<file path="config.mk">
export PLATFORM = sky130hd
export DESIGN_NAME = diag_unload_top
export DESIGN_NICKNAME = d
export VERILOG_FILES = /design/src/rtl/unload_pkg.sv /design/src/rtl/piso_reg.sv /design/src/rtl/unload_ctrl.sv /design/src/rtl/pad_encoder.sv /design/src/rtl/diag_unload_top.sv
export SDC_FILE = /design/constraint.sdc
export NUM_CORES = 1
export LEC_CHECK = 0
export ABC_AREA = 1
export CORE_MARGIN = 8
export CORE_UTILIZATION = 54
export CTS_BUF_LIST = sky130_fd_sc_hd__clkbuf_16
export CTS_CLUSTER_SIZE = 20
export DETAILED_ROUTE_END_ITERATION = 6
export PLACE_DENSITY = 0.86
export SYNTH_ARGS = -nofsm -noshare
export SYNTH_HDL_FRONTEND = slang
export SYNTH_SLANG_ARGS = --single-unit
</file>
<file path="constraint.sdc">
create_clock -name clk -period 1.9 [get_ports clk]
set_input_delay 0.19 -clock clk [delete_from_list [all_inputs] [get_ports clk]]
set_output_delay 0.19 -clock clk [all_outputs]
set_load 0.01 [all_outputs]
</file>
<file path="src/rtl/unload_pkg.sv">
package unload_pkg;
  typedef logic [1:0] diag_code_t;
  localparam diag_code_t CODE_PASS   = 2'b00;
  localparam diag_code_t CODE_OPEN   = 2'b10;
  localparam diag_code_t CODE_BRIDGE = 2'b11;

  typedef enum logic [1:0] {
    ST_IDLE  = 2'd0,
    ST_ARM   = 2'd1,
    ST_SHIFT = 2'd2
  } unl_state_t;
endpackage

</file>
<file path="src/rtl/piso_reg.sv">
module piso_reg #(
  parameter int   WIDTH = 10,
  parameter logic FILL  = 1'b1
) (
  input  logic             clk,
  input  logic             rst_n,
  input  logic             load,
  input  logic             shift,
  input  logic [WIDTH-1:0] d,
  output logic             q_lsb
);
  logic [WIDTH-1:0] sr;

  always_ff @(posedge clk or negedge rst_n) begin
    if (!rst_n)      sr <= {WIDTH{FILL}};
    else if (load)   sr <= d;
    else if (shift)  sr <= {FILL, sr[WIDTH-1:1]};
  end

  assign q_lsb = sr[0];

  // a load presents the captured bit 0 on the next cycle
  assert_load_lsb_R1: assert property (@(posedge clk) disable iff (!rst_n)
    load |=> (q_lsb == $past(d[0])));
endmodule

</file>
<file path="src/rtl/unload_ctrl.sv">
module unload_ctrl
  import unload_pkg::*;
#(
  parameter int NUM_BLK = 10
) (
  input  logic clk,
  input  logic rst_n,
  input  logic accept,
  input  logic fail,
  output logic busy,
  output logic in_ready,
  output logic shift_en
);
  localparam int CNT_W = (NUM_BLK > 1) ? $clog2(NUM_BLK) : 1;
  localparam logic [CNT_W-1:0] LAST = CNT_W'(NUM_BLK - 1);

  unl_state_t       state;
  logic [CNT_W-1:0] cnt;

  always_ff @(posedge clk or negedge rst_n) begin
    if (!rst_n) begin
      state <= ST_IDLE;
      cnt   <= '0;
    end else begin
      unique case (state)
        ST_IDLE:  if (accept && fail) state <= ST_ARM;
        ST_ARM: begin
          state <= ST_SHIFT;
          cnt   <= '0;
        end
        ST_SHIFT: begin
          if (cnt == LAST) state <= ST_IDLE;
          else             cnt   <= cnt + 1'b1;
        end
        default:  state <= ST_IDLE;
      endcase
    end
  end

  assign busy     = (state == ST_SHIFT);
  assign in_ready = (state == ST_IDLE);
  assign shift_en = busy;

  // unload ends after the last block period
  assert_busy_len_R3: assert property (@(posedge clk) disable iff (!rst_n)
    (busy && cnt == LAST) |=> !busy);
  // busy only begins one cycle after arming
  assert_busy_start_R3: assert property (@(posedge clk) disable iff (!rst_n)
    $rose(busy) |-> $past(state == ST_ARM));
  // no capture is possible while busy
  assert_no_ready_busy_R9: assert property (@(posedge clk) disable iff (!rst_n)
    busy |-> !in_ready);
  // a passing capture leaves the block idle
  assert_pass_stays_idle_R8: assert property (@(posedge clk) disable iff (!rst_n)
    (accept && !fail) |=> (state == ST_IDLE));
endmodule

</file>
<file path="src/rtl/pad_encoder.sv">
module pad_encoder
  import unload_pkg::*;
(
  input  logic       busy,
  input  logic       pass_bit,
  input  logic       type_bit,
  input  logic       result,
  output logic       pad_do,
  output logic       pad_oe_n,
  output diag_code_t code
);
  always_comb begin
    if (busy) begin
      pad_oe_n = pass_bit;
      pad_do   = type_bit;
      if (pass_bit)      code = CODE_PASS;
      else if (type_bit) code = CODE_OPEN;
      else               code = CODE_BRIDGE;
    end else begin
      pad_oe_n = 1'b0;
      pad_do   = result;
      code     = CODE_PASS;
    end
  end
endmodule

</file>
<file path="src/rtl/diag_unload_top.sv">
module diag_unload_top
  import unload_pkg::*;
#(
  parameter int NUM_BLK = 10
) (
  input  logic               clk,
  input  logic               rst_n,
  input  logic               in_valid,
  output logic               in_ready,
  input  logic [NUM_BLK-1:0] in_pass,
  input  logic [NUM_BLK-1:0] in_type,
  output logic               pad_do,
  output logic               pad_oe_n,
  output logic               busy,
  output logic [1:0]         diag_code
);
  logic accept, fail, shift_en, result_q;
  logic pass_bit, type_bit;

  assign accept = in_valid && in_ready;
  assign fail   = ~&in_pass;

  always_ff @(posedge clk or negedge rst_n) begin
    if (!rst_n)      result_q <= 1'b1;
    else if (accept) result_q <= ~fail;
  end

  unload_ctrl #(.NUM_BLK(NUM_BLK)) u_ctrl (
    .clk(clk), .rst_n(rst_n), .accept(accept), .fail(fail),
    .busy(busy), .in_ready(in_ready), .shift_en(shift_en)
  );

  piso_reg #(.WIDTH(NUM_BLK), .FILL(1'b1)) u_pass_sr (
    .clk(clk), .rst_n(rst_n), .load(accept), .shift(shift_en),
    .d(in_pass), .q_lsb(pass_bit)
  );

  piso_reg #(.WIDTH(NUM_BLK), .FILL(1'b1)) u_type_sr (
    .clk(clk), .rst_n(rst_n), .load(accept), .shift(shift_en),
    .d(in_type), .q_lsb(type_bit)
  );

  pad_encoder u_enc (
    .busy(busy), .pass_bit(pass_bit), .type_bit(type_bit),
    .result(result_q), .pad_do(pad_do), .pad_oe_n(pad_oe_n),
    .code(diag_code)
  );

  // pad is always driven outside an unload
  assert_idle_driven_R2: assert property (@(posedge clk) disable iff (!rst_n)
    !busy |-> !pad_oe_n);
  // a passing position releases the pad
  assert_pass_released_R5: assert property (@(posedge clk) disable iff (!rst_n)
    (busy && diag_code == CODE_PASS) |-> pad_oe_n);
  // a bridge position drives low, an open position drives high
  assert_type_level_R6: assert property (@(posedge clk) disable iff (!rst_n)
    (busy && !pad_oe_n) |-> (pad_do == (diag_code == CODE_OPEN)));
  // a failing capture shows a driven low on the next cycle
  assert_fail_result_R2: assert property (@(posedge clk) disable iff (!rst_n)
    (accept && fail) |=> (!pad_do && !pad_oe_n && !busy));
endmodule

</file>
Yosys cells after proc, flatten, opt, wreduce, memory -nomap -nowiden
Index checks and enable logic that the tools add are counted.
- logic and storage cells: 35
- output and inout bits: 6
- register bits: 27
- input port bits: 23
- equality and inequality tests: 6
- mux-type cells: 14
- reductions and logical operators: 9
- add/sub/neg operators: 1
- operators with widths (kind ; number):
    $mux W10 ; 4
    $reduce_and A10 Y1 ; 1
    $mux W2 ; 4
    $pmux W4 S2 ; 1
    $pmux W2 S3 ; 1
    $add A4 B1 Y4 const B ; 1
    $eq A4 B4 Y1 const B ; 1
    $mux W4 ; 1
    $ne A2 B1 Y1 const B ; 2
    $reduce_and A2 Y1 ; 2
    $reduce_bool A2 Y1 ; 2
    $mux W1 ; 3
    $eq A2 B1 Y1 const B ; 1
    $eq A2 B2 Y1 const B ; 1
    $logic_and A1 B1 Y1 ; 2
    $logic_not A2 Y1 ; 1
    $ne A2 B2 Y1 const B ; 1
    $logic_not A1 Y1 ; 1

Depth between registers and ports, before layout
Gate-level depths: netlist of the first run.
- word-level depth: 5
- gate-level depth with buffers: 6
- gate-level depth less buffers: 6

Cells and area by module
A second synthesis of the first run with hierarchy kept.
- cells, all modules: 174
- area total of the unflattened synthesis: 1431.4 um^2
- by module, submodules not included (module ; sequential area each (um^2) ; cells each ; area each (um^2) ; times used):
    piso_reg ; 262.8 ; 53 ; 479.2 ; 2
    unload_ctrl ; 150.1 ; 43 ; 347.8 ; 1
    diag_unload_top ; 26.3 ; 15 ; 87.6 ; 1
    pad_encoder ; 0.0 ; 10 ; 37.5 ; 1

Worst setup path before layout of the first run
Ideal clock, no wire load.
- kind: register -> output
- start point: register u_ctrl.state[0]
- end point: output port pad_do
- data arrival time: 0.931 ns
- buffers on the path: 2
- data required time: 1.710 ns
- setup slack: 0.779 ns
- cell stages (with the launch flop): 6
- cell sequence: dfrtp_1 > nor2_2 > buf_6 > buf_12 > nand2_1 > nand2_1
- longest elaborated chain between the ends: 2
- ends and longest elaborated chain (item ; RTL line ; source):
    from (decl) ; unload_ctrl.sv:17 ; unl_state_t state;
    from (signal assigned) ; unload_ctrl.sv:22 ; state <= ST_IDLE;
    from (signal assigned) ; unload_ctrl.sv:26 ; ST_IDLE: if (accept && fail) state <= ST_ARM;
    from (signal assigned) ; unload_ctrl.sv:28 ; state <= ST_SHIFT;
    $eq A2 B2 Y1 ; unload_ctrl.sv:40 ; assign busy = (state == ST_SHIFT);
    via busy ; diag_unload_top.sv:14 ; output logic busy,
    $mux W1 ; pad_encoder.sv:13 ; if (busy) begin
    to (decl) ; diag_unload_top.sv:12 ; output logic pad_do,
The timed path passes the listed nets, and every way through them passes these cells.

Worst setup path in the final report of the first run
- start point: register u_ctrl.state[0]
- end point: output port diag_code[0]
- longest elaborated chain between the ends: 2
- ends and longest elaborated chain (item ; RTL line ; source):
    $eq A2 B2 Y1 ; unload_ctrl.sv:40 ;
    $mux W2 ; pad_encoder.sv:13 ;
    to (decl) ; diag_unload_top.sv:15 ; output logic [1:0] diag_code
No other way between the ends.

==> results of run 1 <==
==> registers in the layout, indices dropped and copies added (netlist names) <==
signal        cells
u_pass_sr.sr     10
result_q          1
u_type_sr.sr     10
u_ctrl.cnt        4
u_ctrl.state      2
==> logic make-up after synthesis <==
logic type	Yosys count	synth area share, %
xor gates and xnor gates	1	0.638
and+or+nand+nor	103	34.5
AOI/OAI and AO/OA	9	4.55
buffers and inverters	17	7.38
DFF	27	51.1
adders and majority gates	2	1.82
==> power by group <==
group / internal (W) / switching (W)
sequential: 0.000963 / 0.000176
clock: 0.000284 / 0.000192
combinational: 0.000445 / 0.000589
total: 0.00169 / 0.000958
==> path summary, 6_finish.rpt <==
kind / depth (start not counted) / slack (ps) / to / startpoint
setup / recovery: 4 / 120 / diag_code[0] / u_ctrl.state[0]$_DFFE_PN0P_
min in group clk: 3 / 450 / u_type_sr.sr[3]$_DFFE_PN1P_ / in_type[3]
hold / removal: 2 / 300 / u_ctrl.cnt[0]$_DFFE_PN0P_ / rst_n
max in group asynchronous: 2 / 1310 / u_type_sr.sr[2]$_DFFE_PN1P_ / rst_n
setup reg to reg: 5 / 530 / u_ctrl.cnt[3]$_DFFE_PN0P_ / u_ctrl.state[0]$_DFFE_PN0P_
hold reg to reg: 2 / 490 / u_pass_sr.sr[1]$_DFFE_PN1P_ / u_pass_sr.sr[1]$_DFFE_PN1P_
==> cell type report <==
cell class,instances,area (µm²),share of cell area (%)
inverter,11,41.3,2.36
multi-input combinational,115,576,33.0
clock buffer,3,75.1,4.30
sequential,27,702,40.2
tap,30,37.5,2.15
clock inverter,1,5.00,0.287
timing repair buffer,32,310,17.8
==> cell usage after synthesis <==
cell      count  area [µm²]
nand2_2       1        6.26
o21ai_1       4        20.0
buf_12        1        20.0
inv_1         8        30.0
dfstp_2      21         552
nor3_2        1        10.0
ha_1          2        25.0
buf_6         2        22.5
nor2_2        2        12.5
buf_4         1        7.51
buf_2         2        10.0
o21bai_1      1        7.51
dfrtp_1       6         150
o211ai_2      2        25.0
inv_2         3        11.3
nor2_1        6        22.5
nand4_1       2        12.5
nand2_1      68         255
nand3_2       8        80.1
xnor2_1       1        8.76
a21oi_1       2        10.0
nand3_1      15        75.1
==> routing by layer <==
metal / vias up / GRT usage [%] / part of all wire, %
met5: - / 0 / 0
met4: 0 / 7.47 / 2.3
met3: 6 / 3.22 / 7.2
met2: 30 / 25.2 / 51
met1: 552 / 17.6 / 39
li1: 566 / - / -
==> through the flow <==
| step | utilization [%] | instances | setup WS [ps] | total power, W | hold WS [ps] |
|---|---|---|---|---|---|
| finish | 71.2 | 219 | 119 | 0.00265 | 304 |
| global route | 71.2 | 219 | 38.8 | 0.00284 | 356 |
| CTS | 70.9 | 219 | 55.6 | 0.00266 | 319 |
| detailed placement | 67.7 | 215 | 345 | 0.00217 | 482 |
| global placement | 67.7 | 215 | 388 | 0.00211 | 464 |
| floorplan | - | 159 | 779 | 0.00187 | -106 |
==> flow_summary.json, run 1 <==
{
  "placed_cell_area_mm2": 0.00166,
  "worst_slew_pin_slew_ps": 325,
  "grt_pass1_vias": 1142,
  "ys_ff_latch": 27,
  "rows": 18,
  "ctsResizeCount": 0,
  "io_pins": 29,
  "cp_cell_sequence": "nor2_4, inv_2, nor3_2, clkdlybuf4s50_1",
  "fillers": 188,
  "dp_hpwl_mm": 2.32,
  "syn_inst": 159,
  "via_per_inst": 5.27,
  "path_clk_slew_ps": 70,
  "post-route-period-util_pct": 93.8,
  "core_mm2": 0.00245,
  "place_congestion": 0.804,
  "antenna_found_initial": 0,
  "track_usage_pct": 15.0,
  "cap_viol_max_count": 0,
  "ys_warn_count": 0,
  "wirelength_mm": 3.14,
  "vdd_drop_max_uv": 910,
  "relSlewSlack_pct": 78.3,
  "cts_buffers": 3,
  "first_iter_violations": 63,
  "timing.fmax_mhz": 561,
  "start_util_pct": 56.0,
  "postCtsSetupBuffers": 0,
  "min-delay-path-class": "in2async",
  "critical_path.top_delay_family": "buffers and inverters",
  "seq_area_frac_synth_pct": 51.1,
  "area_growth_pct": 27.1,
  "die_w_um": 66.4,
  "power_density_mw_per_mm2": 1520,
  "hold_buffers": 0,
  "drc": 0,
  "crit_fanout": 6,
  "clkSinkCount": 27,
  "slowest_stage": "clkdlybuf4s50_1",
  "layout_common_cells": "nand2_1, clkdlybuf4s50_1, dfstp_2, nand3_1",
  "grt.overflow.total": 0,
  "antennaDiodeCount": 0,
  "crit_type": "reg2out",
  "grt_setup_unrepaired": "false",
  "grt_first_pass_wirelength_mm": 5.22,
  "numPortBuffers": 28,
  "post_drt_wl_per_cell_um": 14.3,
  "max_stage_delay_ps": 550,
  "hold_violations": 0,
  "vias": 1154,
  "netlist_area_mm2": 0.00137,
  "cp.required_ps": 1710,
  "fin_worst_skew_ps": 3.57,
  "status": "finished clean",
  "worstSetupEndpointType": "primary output",
  "worstPathArrival_ps": 1590,
  "die_y_um": 66.4,
  "final_layout_size_suffix_gt1_share_pct": 24.3,
  "nNetsFinal": 215,
  "synth_area_per_cell_um2": 8.64,
  "stdcell_area_mm2": 0.00175,
  "ant_nets": 0,
  "h-tree-depth": 1,
  "setup_viol": 0,
  "worstPathBufferInverterCount": 2,
  "drv_slew": 0,
  "min_period_ps": 1780,
  "synth.distinct_cells": 22,
  "clockRootBuffer": "clkbuf_16",
  "p_leak_nw": 0.810,
  "dieArea_mm2": 0.00441,
  "synth_nets": 184,
  "cp-start-kind": "flop",
  "clk_latency_ps": 260,
  "finalSetupTns_ps": 0,
  "grt_max_degree": 28,
  "cts_max_path_buffers": 2,
  "first_pass_iters": 4,
  "final_common_cell": "nand2_1",
  "cts_tree": "done"
}
Power figures use the tool's default switching activity.
==> run 2, diff against run 1 <==
Settings changed: CAP_MARGIN set to 20, SKIP_CTS_REPAIR_TIMING set to 1.
==> results of run 2 <==
Final layout, timing and power as in run 1 (identical DEF).
==> run 3, diff against run 2 <==
Settings changed: CTS_CLUSTER_DIAMETER set to 100, PLACE_DENSITY 0.86 to 0.85, SYNTH_HIERARCHICAL set to 1.
==> flow_summary.json, run 3 <==
{
  "synthTopCellsByCount": "nand2_1, nand3_1, dfstp_2",
  "area_growth_pct": 26.1,
  "synth_nets": 199,
  "synth.distinct_cells": 19,
  "reg2reg_depth": 9,
  "synth_top_cell_by_area": "dfstp_2",
  "netlist_area_mm2": 0.00143,
  "relSlewSlack_pct": 77.7,
  "slowest_stage": "clkdlybuf4s50_1",
  "yosys.cell_count.top_type": "nand2_1",
  "first_pass_iters": 4,
  "grt_first_pass_wirelength_mm": 5.27,
  "synthDominantCellAreaShare_pct": 38.5,
  "cts_buffers": 3,
  "place_ws_ps": 362,
  "setup_ws_ps": 148,
  "antenna_found_initial": 0,
  "power_density_mw_per_mm2": 1620,
  "place_congestion": 0.788,
  "reg2reg_from": "u_ctrl/state[1]$_DFFE_PN0P_",
  "crit_fanout": 6,
  "p_clk_share_pct": 16.1,
  "ant_nets": 0,
  "p_int_w": 0.00178,
  "dp_hpwl_mm": 2.40,
  "post_drt_wl_per_cell_um": 13.8,
  "rr_endpoint": "u_pass_sr/sr[0]$_DFFE_PN1P_",
  "sw_frac_of_total_pct": 39.1,
  "cp.required_ps": 1710,
  "wirelength_mm": 3.23,
  "ys_ff_latch": 27,
  "crit_type": "reg2out",
  "clk_latency_ps": 260,
  "worstPathArrival_ps": 1560,
  "io_pins": 29,
  "cts_max_path_buffers": 2,
  "drv_slew": 0,
  "grt_max_degree": 28,
  "cap_viol_max_count": 0,
  "final_common_cell": "nand2_1",
  "vias": 1246,
  "core_mm2": 0.00250,
  "p_leak_nw": 0.855,
  "netSwitchingPower_w": 0.00115,
  "first_iter_violations": 86,
  "critical_path.top_delay_family": "buffers and inverters",
  "track_usage_pct": 15.0,
  "clkSinkCount": 27,
  "die_w_um": 67.5,
  "post-route-period-util_pct": 92.2,
  "start_util_pct": 57.3,
  "synth_area_leaders": "dfstp_2, nand2_1, nand3_1, dfrtp_1, inv_1",
  "worstPathBufferInverterCount": 2,
  "grt.overflow.total": 0,
  "drc": 0,
  "yosys_most_used_dff": "dfstp_2",
  "finalSetupTns_ps": 0,
  "antennaDiodeCount": 0,
  "clockRootBuffer": "clkbuf_16",
  "min_period_ps": 1750,
  "fin_util_pct": 72.2,
  "via_per_inst": 5.30,
  "layout_common_cells": "nand2_1, nand3_1, clkdlybuf4s50_1, dfstp_2, inv_1",
  "max_stage_delay_ps": 550,
  "path_clk_slew_ps": 60,
  "vdd_drop_max_uv": 948,
  "nNetsFinal": 231,
  "worstSetupEndpointType": "primary output",
  "seqPwrFrac_pct": 40.1,
  "syn_inst": 174,
  "synth_edf_count": 0,
  "largestRegisters": "u_pass_sr/sr (10), u_type_sr/sr (10), u_ctrl/cnt (4)",
  "fin_worst_skew_ps": 2.55,
  "grt_pass1_vias": 1229,
  "min-delay-path-class": "in2async",
  "cts_tree": "done",
  "synth_area_per_cell_um2": 8.23,
  "rrSetupSlack_ps": 360,
  "hold_violations": 0,
  "fin_total_pwr_w": 0.00293,
  "seq_area_frac_synth_pct": 49.0,
  "cp-start-kind": "flop",
  "synthArstFlopShare_pct": 100,
  "rows": 18,
  "setup_viol": 0,
  "h-tree-depth": 1,
  "cp_cell_sequence": "nor2_4, inv_1, nor2_1, clkdlybuf4s50_1",
  "numPortBuffers": 28,
  "timing.fmax_mhz": 571,
  "final_layout_size_suffix_gt1_share_pct": 19.0,
  "grt_setup_unrepaired": "false",
  "die_y_um": 67.5,
  "worst_slew_pin_slew_ps": 334,
  "dieArea_mm2": 0.00455,
  "ys_warn_count": 6,
  "p_comb_share_pct": 43.8,
  "status": "finished clean"
}
run 3: layout make-up:
| cell class | instances | area, µm² |
|---|---|---|
| Tap cell | 30 | 37.5 |
| Multi-Input combinational cell | 124 | 607 |
| Inverter | 18 | 70.1 |
| Fill cell | 185 | 694 |
| Timing Repair Buffer | 32 | 310 |
| Clock buffer | 3 | 75.1 |
| Sequential cell | 27 | 702 |
| Clock inverter | 1 | 3.75 |
run 3: power by group through the flow:
| stage | clock network, W | logic (W) | registers (W) |
|---|---|---|---|
| floorplan | 0 | 0.000977 | 0.00112 |
| global placement | 0 | 0.00121 | 0.00116 |
| detailed placement | 0 | 0.00128 | 0.00118 |
| CTS | 0.000484 | 0.00129 | 0.00117 |
| global route | 0.000512 | 0.00143 | 0.00121 |
| finish | 0.000471 | 0.00128 | 0.00117 |
run 3: cells by family (layout without fill, tap and decap cells):
| logic type | Yosys count | after routing | share of synthesized area [%] |
|---|---|---|---|
| compound gates | 2 | 2 | 0.699 |
| xor+xnor | 1 | 1 | 0.612 |
| fa+ha+maj | 2 | 2 | 1.75 |
| buf+inv | 23 | 54 | 8.57 |
| flops | 27 | 27 | 49.0 |
| simple gates | 119 | 119 | 39.3 |
run 3: metal layers:
metal | vias to the layer above | global-route usage [%] | part of all wire (%)
met3 | 7 | 3.15 | 5.2
met2 | 44 | 26.2 | 52
met4 | 0 | 7.83 | 2.1
li1 | 618 | - | -
met5 | - | 0 | 0
met1 | 577 | 16.8 | 40
run 3: through the flow:
step	hold WS (ps)	cells	area (µm²)
6_report	297	235	1810
5_1_grt	348	235	1810
4_1_cts	303	235	1810
3_5_place_dp	468	231	1730
3_3_place_gp	450	231	1730
2_1_floorplan	-106	174	1430
run 3: how the worst max path moves through the flow:
| stage | from | endpoint | cells after the start |
|---|---|---|---|
| detailed placement | in_valid | u_type_sr/sr[9]$_DFFE_PN1P_ | 6 |
| floorplan | u_ctrl/state[1]$_DFFE_PN0P_ | u_pass_sr/sr[0]$_DFFE_PN1P_ | 9 |
| global placement | in_valid | u_type_sr/sr[1]$_DFFE_PN1P_ | 7 |
| finish | u_ctrl/state[0]$_DFFE_PN0P_ | diag_code[1] | 4 |
| CTS | u_ctrl/state[0]$_DFFE_PN0P_ | diag_code[1] | 4 |
| global route | u_ctrl/state[0]$_DFFE_PN0P_ | diag_code[1] | 4 |
